## src/rtl/key_form_pkg.sv

```systemverilog
package key_form_pkg;
  localparam int unsigned MODE_W = 3;

  localparam logic [MODE_W-1:0] MODE_ECB = 3'd0;
  localparam logic [MODE_W-1:0] MODE_CBC = 3'd1;
  localparam logic [MODE_W-1:0] MODE_XTS = 3'd4;

  typedef enum logic {ST_IDLE = 1'b0, ST_CONV = 1'b1} kf_state_e;

  // Only ECB, CBC and XTS decryption run the inverse cipher.
  function automatic logic needs_inverse(input logic [MODE_W-1:0] mode, input logic decrypt);
    logic inv_mode;
    case (mode)
      MODE_ECB, MODE_CBC, MODE_XTS: inv_mode = 1'b1;
      default:                      inv_mode = 1'b0;
    endcase
    return decrypt & inv_mode;
  endfunction
endpackage

```

## src/rtl/kf_decode.sv

```systemverilog
module kf_decode
  import key_form_pkg::*;
(
  input  logic [MODE_W-1:0] mode_i,
  input  logic              decrypt_i,
  output logic              need_inv_o
);
  assign need_inv_o = needs_inverse(mode_i, decrypt_i);
endmodule

```

## src/rtl/kf_timer.sv

```systemverilog
module kf_timer #(
  parameter int unsigned CYCLES = 32
) (
  input  logic clk_i,
  input  logic rst_ni,
  input  logic start_i,
  input  logic run_i,
  output logic elapsed_o
);
  localparam int unsigned CW = (CYCLES > 1) ? $clog2(CYCLES) : 1;
  localparam logic [CW-1:0] LAST = CW'(CYCLES - 1);

  logic [CW-1:0] cnt_q;

  always_ff @(posedge clk_i or negedge rst_ni) begin
    if (!rst_ni)                      cnt_q <= '0;
    else if (start_i)                 cnt_q <= '0;
    else if (run_i && cnt_q != LAST)  cnt_q <= cnt_q + 1'b1;
  end

  assign elapsed_o = run_i && (cnt_q == LAST);
endmodule

```

## src/rtl/kf_flag.sv

```systemverilog
module kf_flag (
  input  logic clk_i,
  input  logic rst_ni,
  input  logic clr_i,
  input  logic set_en_i,
  input  logic set_val_i,
  output logic dec_o,
  output logic eff_dec_o
);
  logic dec_q;

  always_ff @(posedge clk_i or negedge rst_ni) begin
    if (!rst_ni)       dec_q <= 1'b0;
    else if (clr_i)    dec_q <= 1'b0;
    else if (set_en_i) dec_q <= set_val_i;
  end

  assign dec_o     = dec_q;
  assign eff_dec_o = dec_q & ~clr_i;

  // key write leaves forward form
  a_r9_write_clears: assert property (@(posedge clk_i) disable iff (!rst_ni)
    clr_i |=> !dec_o);
endmodule

```

## src/rtl/key_form_tracker.sv

```systemverilog
module key_form_tracker
  import key_form_pkg::*;
#(
  parameter int unsigned CONV_CYCLES = 32
) (
  input  logic              clk_i,
  input  logic              rst_ni,
  input  logic [MODE_W-1:0] mode_i,
  input  logic              decrypt_i,
  input  logic              blk_req_i,
  input  logic              key_wr_i,
  input  logic              conv_done_i,
  output logic              blk_go_o,
  output logic              busy_o,
  output logic              conv_start_o,
  output logic              conv_dir_o
);
  kf_state_e state_q;
  logic need_inv, eff_dec, stored_dec, elapsed, fin, idle, match;
  logic target_q, done_seen_q, wr_seen_q;

  kf_decode u_dec (.mode_i(mode_i), .decrypt_i(decrypt_i), .need_inv_o(need_inv));

  assign idle  = (state_q == ST_IDLE);
  assign match = (need_inv == eff_dec);

  assign blk_go_o     = idle && blk_req_i && match;
  assign conv_start_o = idle && blk_req_i && !match;
  assign busy_o       = !idle;
  assign conv_dir_o   = idle ? need_inv : target_q;

  kf_timer #(.CYCLES(CONV_CYCLES)) u_tmr (
    .clk_i(clk_i), .rst_ni(rst_ni), .start_i(conv_start_o),
    .run_i(!idle), .elapsed_o(elapsed)
  );

  assign fin = !idle && elapsed && (done_seen_q || conv_done_i);

  always_ff @(posedge clk_i or negedge rst_ni) begin
    if (!rst_ni) begin
      state_q     <= ST_IDLE;
      target_q    <= 1'b0;
      done_seen_q <= 1'b0;
      wr_seen_q   <= 1'b0;
    end else if (conv_start_o) begin
      state_q     <= ST_CONV;
      target_q    <= need_inv;
      done_seen_q <= 1'b0;
      wr_seen_q   <= 1'b0;
    end else if (!idle) begin
      if (conv_done_i) done_seen_q <= 1'b1;
      if (key_wr_i)    wr_seen_q   <= 1'b1;
      if (fin)         state_q     <= ST_IDLE;
    end
  end

  // Result of a conversion overtaken by a key write is void.
  kf_flag u_flag (
    .clk_i(clk_i), .rst_ni(rst_ni), .clr_i(key_wr_i),
    .set_en_i(fin), .set_val_i(target_q & ~wr_seen_q),
    .dec_o(stored_dec), .eff_dec_o(eff_dec)
  );

  // start is a single pulse followed by busy
  a_r4_start_pulse: assert property (@(posedge clk_i) disable iff (!rst_ni)
    conv_start_o |=> busy_o && !conv_start_o);
  // no release during a conversion
  a_r5_no_go_busy: assert property (@(posedge clk_i) disable iff (!rst_ni)
    busy_o |-> !blk_go_o);
  // busy ends only after the timer has run out
  a_r6_min_length: assert property (@(posedge clk_i) disable iff (!rst_ni)
    $fell(busy_o) |-> $past(elapsed));
  // direction constant during conversion
  a_r11_dir_stable: assert property (@(posedge clk_i) disable iff (!rst_ni)
    busy_o && $past(busy_o) |-> $stable(conv_dir_o));
  // completed conversion without key write leaves target form
  a_r7_form_set: assert property (@(posedge clk_i) disable iff (!rst_ni)
    fin && !wr_seen_q && !key_wr_i |=> stored_dec == $past(target_q));
endmodule

```

## config.mk

```make
export PLATFORM = sky130hd
export DESIGN_NAME = key_form_tracker
export DESIGN_NICKNAME = d
export VERILOG_FILES = /design/src/rtl/key_form_pkg.sv /design/src/rtl/kf_decode.sv /design/src/rtl/kf_timer.sv /design/src/rtl/kf_flag.sv /design/src/rtl/key_form_tracker.sv
export SDC_FILE = /design/constraint.sdc
export NUM_CORES = 1
export LEC_CHECK = 0
export ABC_AREA = 1
export BUFFER_PORTS_ARGS = -buffer_cell sky130_fd_sc_hd__buf_4
export CELL_PAD_IN_SITES_DETAIL_PLACEMENT = 0
export CELL_PAD_IN_SITES_GLOBAL_PLACEMENT = 1
export CORE_MARGIN = 2
export CORE_UTILIZATION = 38
export CTS_CLUSTER_SIZE = 12
export DETAILED_ROUTE_END_ITERATION = 7
export PLACE_DENSITY = 0.8
export SLEW_MARGIN = 30
export SYNTH_ARGS = -nofsm -noshare
export SYNTH_HDL_FRONTEND = slang
export SYNTH_HIERARCHICAL = 1
export SYNTH_SLANG_ARGS = --single-unit
```

## constraint.sdc

```tcl
create_clock -name clk_i -period 2 [get_ports clk_i]
set_input_delay 0.2 -clock clk_i [delete_from_list [all_inputs] [get_ports clk_i]]
set_output_delay 0.2 -clock clk_i [all_outputs]
set_load 0.02 [all_outputs]
```

==> results of run 1 <==
## state kept, by name (all words and copies together), names as in the netlist
register	cells
u_tmr/cnt_q	5
busy_o	1
done_seen_q	1
target_q	1
u_flag/dec_o	1
wr_seen_q	1
## worst max-delay path, delay by kind of cell, from the launching register on
family	cells	cell delay (ns)
buffers and inverters	4	0.39
flip-flops	1	0.36
AND/OR/NAND/NOR	3	0.35
## final timing paths
| check | start | end | slack (ns) | cells past startpoint |
|---|---|---|---|---|
| worst max register to register | u_tmr/cnt_q[0] | u_tmr/cnt_q[3] | 0.48 | 10 |
| min in group asynchronous | rst_ni | u_flag/dec_o | 0.30 | 2 |
| worst max-delay path | u_flag/dec_o | conv_start_o | 0.44 | 7 |
| worst min register to register | done_seen_q | done_seen_q | 0.49 | 2 |
| worst min-delay path | conv_done_i | done_seen_q | 0.16 | 3 |
| max in group asynchronous | rst_ni | target_q | 1.56 | 2 |
## placed cells by master, fill, tap and decap left out, drive strengths merged
master       synthesis  final
clkbuf               0      3
o21ai                3      3
a21oi                3      3
nor2                17     17
nor3                 1      1
buf                  0     12
nand3                4      4
dlygate4sd3          0      1
nand2               26     26
dfrtp               10     10
ha                   2      2
inv                 16     16
## per-layer routing
| metal | track usage [%] | up-vias | part of all wire (%) |
|---|---|---|---|
| li1 | - | 277 | - |
| met1 | 18.57 | 198 | 51 |
| met3 | 7.660 | 0 | 5.6 |
| met4 | 3.750 | 0 | 0 |
| met5 | 0 | - | 0 |
| met2 | 20.61 | 12 | 43 |
## stage by stage
stage	power, mW	hold WS, ns
4_1_cts	0.8768	0.1483
3_3_place_gp	0.7346	0.03575
2_1_floorplan	0.6184	-0.09559
6_report	0.8626	0.1569
5_1_grt	0.9468	0.1674
3_5_place_dp	0.7361	0.03491
## timing repair
| action | 4_1_cts | 5_1_grt |
|---|---|---|
| gates resized for setup | 0 | 0 |
| hold buffers | 1 | 0 |
| endpoints found under the hold margin | 10 | 0 |
| buffers inserted | 0 | 0 |
## power by group
group,leakage (nW),internal (mW),switching (mW)
registers,0.113,0.285,0.0769
clock network,0.0138,0.0693,0.0639
logic,0.272,0.156,0.212
## cell families (layout without fill, tap and decap cells)
kind of cell | after synthesis | in the layout
AOI/OAI and AO/OA | 6 | 6
buffers and inverters | 16 | 32
adders and majority gates | 2 | 2
DFF | 10 | 10
and+or+nand+nor | 48 | 48
## layout make-up
class / instances / area [µm²]
Clock buffer: 3 / 22.52
Fill cell: 142 / 636.9
Inverter: 16 / 60.06
Multi-Input combinational cell: 56 / 261.5
Sequential cell: 10 / 250.2
Tap cell: 15 / 18.77
Timing Repair Buffer: 13 / 100.1
==> metrics.yaml, run 1 <==
status: "completed"
finalMaxSlewViolations: 0
gp_congestion: 0.7296
critPathMaxStageDelay_ns: 0.36
drtIter0Drc: 18
clock_skew_ns: 0.001383
yosysMostFrequentCell: "nand2_1"
ys_seq_area_share_pct: 43.76
grt_util_all_layers_pct: 14.31
synthArstFlopShare_pct: 100.0
dp_slack_ns: 0.4995
synth_area_leaders: "dfrtp_1, nand2_1, nor2_1, inv_1, ha_1"
rsz0062_at_grt: "no"
powerDensity_nw_per_um2: 1210
first_global_vias: 442
wl_per_cell_um: 9.496
num-nets-final: 111
clkSinkCount: 10
worstSetupEndpointType: "primary output"
syn_nets: 93
max_freq_mhz: 642.7
muxShareOfSynthArea_pct: 0
port_buffers: 12
synthCells: 82
synth-seq-cells: 10
clock-root-buffer: "clkbuf_4"
syn_avg_cell_area_um2: 6.973
cts_tree: "done"
yosysTopAreaCell: "dfrtp_1"
dr.pass1.iters: 6
clk_pin_slew_ns: 0.06
crit_type: "flop to primary output"
coreArea_um2: 1350
numCtsBuffers: 3
drive_gt1_share_pct: 23.47
synthesis.area_um2: 571.8
synth_warnings: 6
synth-xor-area-share_pct: 0
rows: 13
setup_viol: 0
synthAdderAreaFrac_pct: 4.376
worst_slack_ns: 0.4441
critPathLaunchType: "flop"
drv_cap: 0
grt_pass1_wl_mm: 1.904
wl_mm: 1.073
synth_compound_area_share_pct: 5.252
fin_tns_setup_ns: 0
io_pins: 13
finalCriticalPeriod_ns: 1.556
cts_htree_levels: 1
synth_ff_type: "dfrtp_1"
fin_cells: 113
yosysTopAreaCellShare_pct: 43.76
grt.overflow.total: 0
final_util_pct: 52.83
relSlewSlack_pct: 77.25
syn_to_final_growth_pct: 24.73
antenna_left: 0
fin_crit_sh_pct: 77.79
antenna_cells: 0
dieArea_um2: 1831
synth_common_cells: "nand2_1, nor2_1, inv_1, dfrtp_1"
cts_max_path_buffers: 2
synth.distinct_cells: 13
die_w_um: 42.79
place_inst: 109
hp-class: "input port to flop"
leakagePower_nw: 0.3992
cp_data_arrival_time_ns: 1.36
die_h_um: 42.79
cp_max_fo: 4
via_per_inst: 4.310
clkLatencyLatePin_ns: 0.26
synth_edf_count: 0
grt_antenna_before_repair: 0
place_hpwl_um: 864
initial_utilization_pct: 42.35
final_area_um2: 713.2
synth-simple-area-share_pct: 36.11
timing.critical_path.mode_cell: "inv_1"
path_cells: "inv_1 -> nor2_1 -> inv_1 -> nand2_1 -> nand3_2 -> inv_2 -> buf_4"
worst_path_max_delay_cell: "dfrtp_1"
synth_top_family_by_area: "simple AND/OR/NAND/NOR gates"
vias: 487
worstPathRequired_ns: 1.80
ir_drop_v: 0.0007681
grt_max_degree: 12
dpl_cell_area_um2: 680.7
finalHoldViolCount: 0
tightest_slew_ns: 0.3413
drc_errors: 0
Note: power is estimated with default switching activity, not from simulation.
==> run 2, diff against run 1 <==
--- a/config.mk
+++ b/config.mk
@@ -10,10 +10,10 @@
 export CELL_PAD_IN_SITES_DETAIL_PLACEMENT = 0
 export CELL_PAD_IN_SITES_GLOBAL_PLACEMENT = 1
 export CORE_MARGIN = 2
-export CORE_UTILIZATION = 38
+export CORE_UTILIZATION = 35
 export CTS_CLUSTER_SIZE = 12
 export DETAILED_ROUTE_END_ITERATION = 7
-export PLACE_DENSITY = 0.8
+export PLACE_DENSITY = 0.74
 export SLEW_MARGIN = 30
 export SYNTH_ARGS = -nofsm -noshare
 export SYNTH_HDL_FRONTEND = slang
==> constraint.sdc (replaced) <==
create_clock -name clk_i -period 1.6 [get_ports clk_i]
set_input_delay 0.16 -clock clk_i [delete_from_list [all_inputs] [get_ports clk_i]]
set_output_delay 0.16 -clock clk_i [all_outputs]
set_load 0.02 [all_outputs]
==> run 2 against run 1 <==
  * Combinational power increased by 49%
  * Cell count grew 6.2%
  * Routed wire length is 2.0% higher
  * Critical path type is now flop to flop
  * Critical endpoint is now u_flag/dec_o
  * Largest power group unchanged
==> metrics.yaml, run 2 (synthesis gave the netlist of run 1 again) <==
worst_path_max_delay_cell: "dfrtp_1"
hold_start: "conv_done_i"
largest-register: "u_tmr/cnt_q"
numCtsBuffers: 3  # unchanged
clock_skew_ns: 0.01003  # +0.008650 ns
largest_reg_flops: 5  # unchanged
place_hpwl_um: 840.2  # -2.8%
cp_data_arrival_time_ns: 1.65  # +0.29 ns
drive_gt1_share_pct: 33.65  # +10 points
leakagePower_nw: 0.4302  # +7.8%
rsz0062_at_grt: "yes"
relSlewSlack_pct: 77.12  # -0.12 points
antenna_cells: 0  # unchanged
rrSetupSlack_ns: 0.11  # -0.37 ns
first_global_vias: 445  # +0.68%
cp.depth: 11  # +4
dr.pass1.iters: 4  # -2
timing.critical_path.mode_cell: "nand2_1"
io_pins: 13  # unchanged
finalHoldViolCount: 0  # unchanged
place_inst: 110  # +0.92%
ff2ff_path_depth: 11  # +1
grt_max_degree: 12  # unchanged
gp_congestion: 0.7321  # +0.34%
grt_antenna_before_repair: 0  # unchanged
max_freq_mhz: 672.3
powerDensity_nw_per_um2: 1558  # +29%
crit_type: "flop to flop"
holdPathStages: 3  # unchanged
clk_pin_slew_ns: 0.07  # about the same
clkLatencyLatePin_ns: 0.27  # about the same
grt.overflow.total: 0  # unchanged
fin_cells: 120  # +6.2%
num-nets-final: 116  # +4.5%
cts_max_path_buffers: 2  # unchanged
hp-class: "input port to flop"
drv_cap: 0  # unchanged
critPathLaunchType: "flop"
fin_crit_sh_pct: 92.96
grt_pass1_wl_mm: 1.856  # -2.5%
grt_util_all_layers_pct: 13.59  # -0.72 points
rows: 14  # +1
final_common_cell: "nand2_1"
finalCriticalPeriod_ns: 1.487
worst_slack_ns: 0.1126  # -0.3316 ns
via_per_inst: 4.400  # +2.1%
syn_to_final_growth_pct: 37.20
worstSetupEndpointType: "flop"
final_cell_mix: "nand2_1, buf_4, inv_1, nor2_1, dfrtp_1"
critPathMaxStageDelay_ns: 0.37  # about the same
initial_utilization_pct: 37.52  # -4.8 points
crit_buf_inv: 2  # -2
tightest_slew_ns: 0.3431  # +0.001835 ns
r2r_start: "u_tmr/cnt_q[0]"
vias: 528  # +8.4%
dp_slack_ns: 0.08180  # -0.4177 ns
status: "completed"
port_buffers: 12  # unchanged
crit_path_start: "u_tmr/cnt_q[0]"
clkSinkCount: 10  # unchanged
dieArea_um2: 1973  # +7.8%
cts_htree_levels: 1  # unchanged
final_util_pct: 51.48  # -1.3 points
cts_tree: "done"
worstPathRequired_ns: 1.76  # -0.04 ns
clock-root-buffer: "clkbuf_4"
wl_per_cell_um: 9.117  # -4.0%
antenna_left: 0  # unchanged
ir_drop_v: 0.0009990  # +30%
path_cells: "ha_2 -> nand2_2 -> nor2_2 -> ha_2 -> nand2_1 -> inv_1 -> inv_2 -> nor3_4 -> nor2_1 -> nand2_1 -> nand2_1"
die_h_um: 44.42  # +3.8%
setup_viol: 0  # unchanged
coreArea_um2: 1524  # +13%
crit_family: "simple AND/OR/NAND/NOR gates"
drtIter0Drc: 11  # -7
finalMaxSlewViolations: 0  # unchanged
drc_errors: 0  # unchanged
die_w_um: 44.42  # +3.8%
cp_max_fo: 3  # -1
wl_mm: 1.094  # +2.0%
-- run 2: changes by cell type in the layout (fill, tap and decap cells not counted), moves of 2 or more --
cell    delta
buf_4      +5
ha_1       -2
ha_2       +2
nor2_1     -2
nor2_2     +2
-- run 2: area by class of cell --
type / count / area (µm²)
multi-input cells: 56 / 280.3
flip-flops and latches: 10 / 250.2
well taps: 16 / 20.02
inverters: 16 / 60.06
repair buffers: 18 / 137.6
clock buffers: 4 / 36.28
fillers: 157 / 739.5
-- run 2: routing by layer --
metal	global-route usage, %	up-vias	wire length (µm)
li1	-	288	-
met1	17.86	229	555
met2	18.53	9	472
met5	0	-	0
met4	5.455	0	9
met3	7.347	2	57
-- run 2: tightest hold or removal path, cell delays in order --
cell and delay (ns):
buf_4 0.09, nand2_1 0.05, nand2_1 0.06
-- run 2: stage by stage --
stage               TNS [ns]  hold WS (ns)  cell area, µm²  power [mW]
floorplan                  0       -0.1356           571.8      0.7730
global placement           0     -0.001458           681.9      0.9117
detailed placement         0     -0.003301           681.9      0.9210
CTS                        0        0.1209           728.2       1.151
global route        -0.04476        0.1114           784.5       1.347
finish                     0        0.1277           784.5       1.222
-- run 2: power breakdown --
part / switching [mW] / leakage [nW] / internal [mW]
clock: 0.0850 / 0.0210 / 0.138
sequential: 0.0955 / 0.113 / 0.356
combinational: 0.294 / 0.296 / 0.254
-- run 2: final timing paths --
kind / end
min in group asynchronous: target_q
worst max register to register: u_flag/dec_o
worst min-delay path: done_seen_q
worst min register to register: u_flag/dec_o
max in group asynchronous: done_seen_q
worst max-delay path: u_flag/dec_o
-- run 2: repair_timing --
| action | in CTS | in global routing |
|---|---|---|
| hold buffers | 1 | 0 |
| endpoints found under the hold margin | 10 | 0 |
| setup endpoints to repair | 0 | 4 |
| buffers inserted | 0 | 5 |
| resized for setup | 0 | 7 |
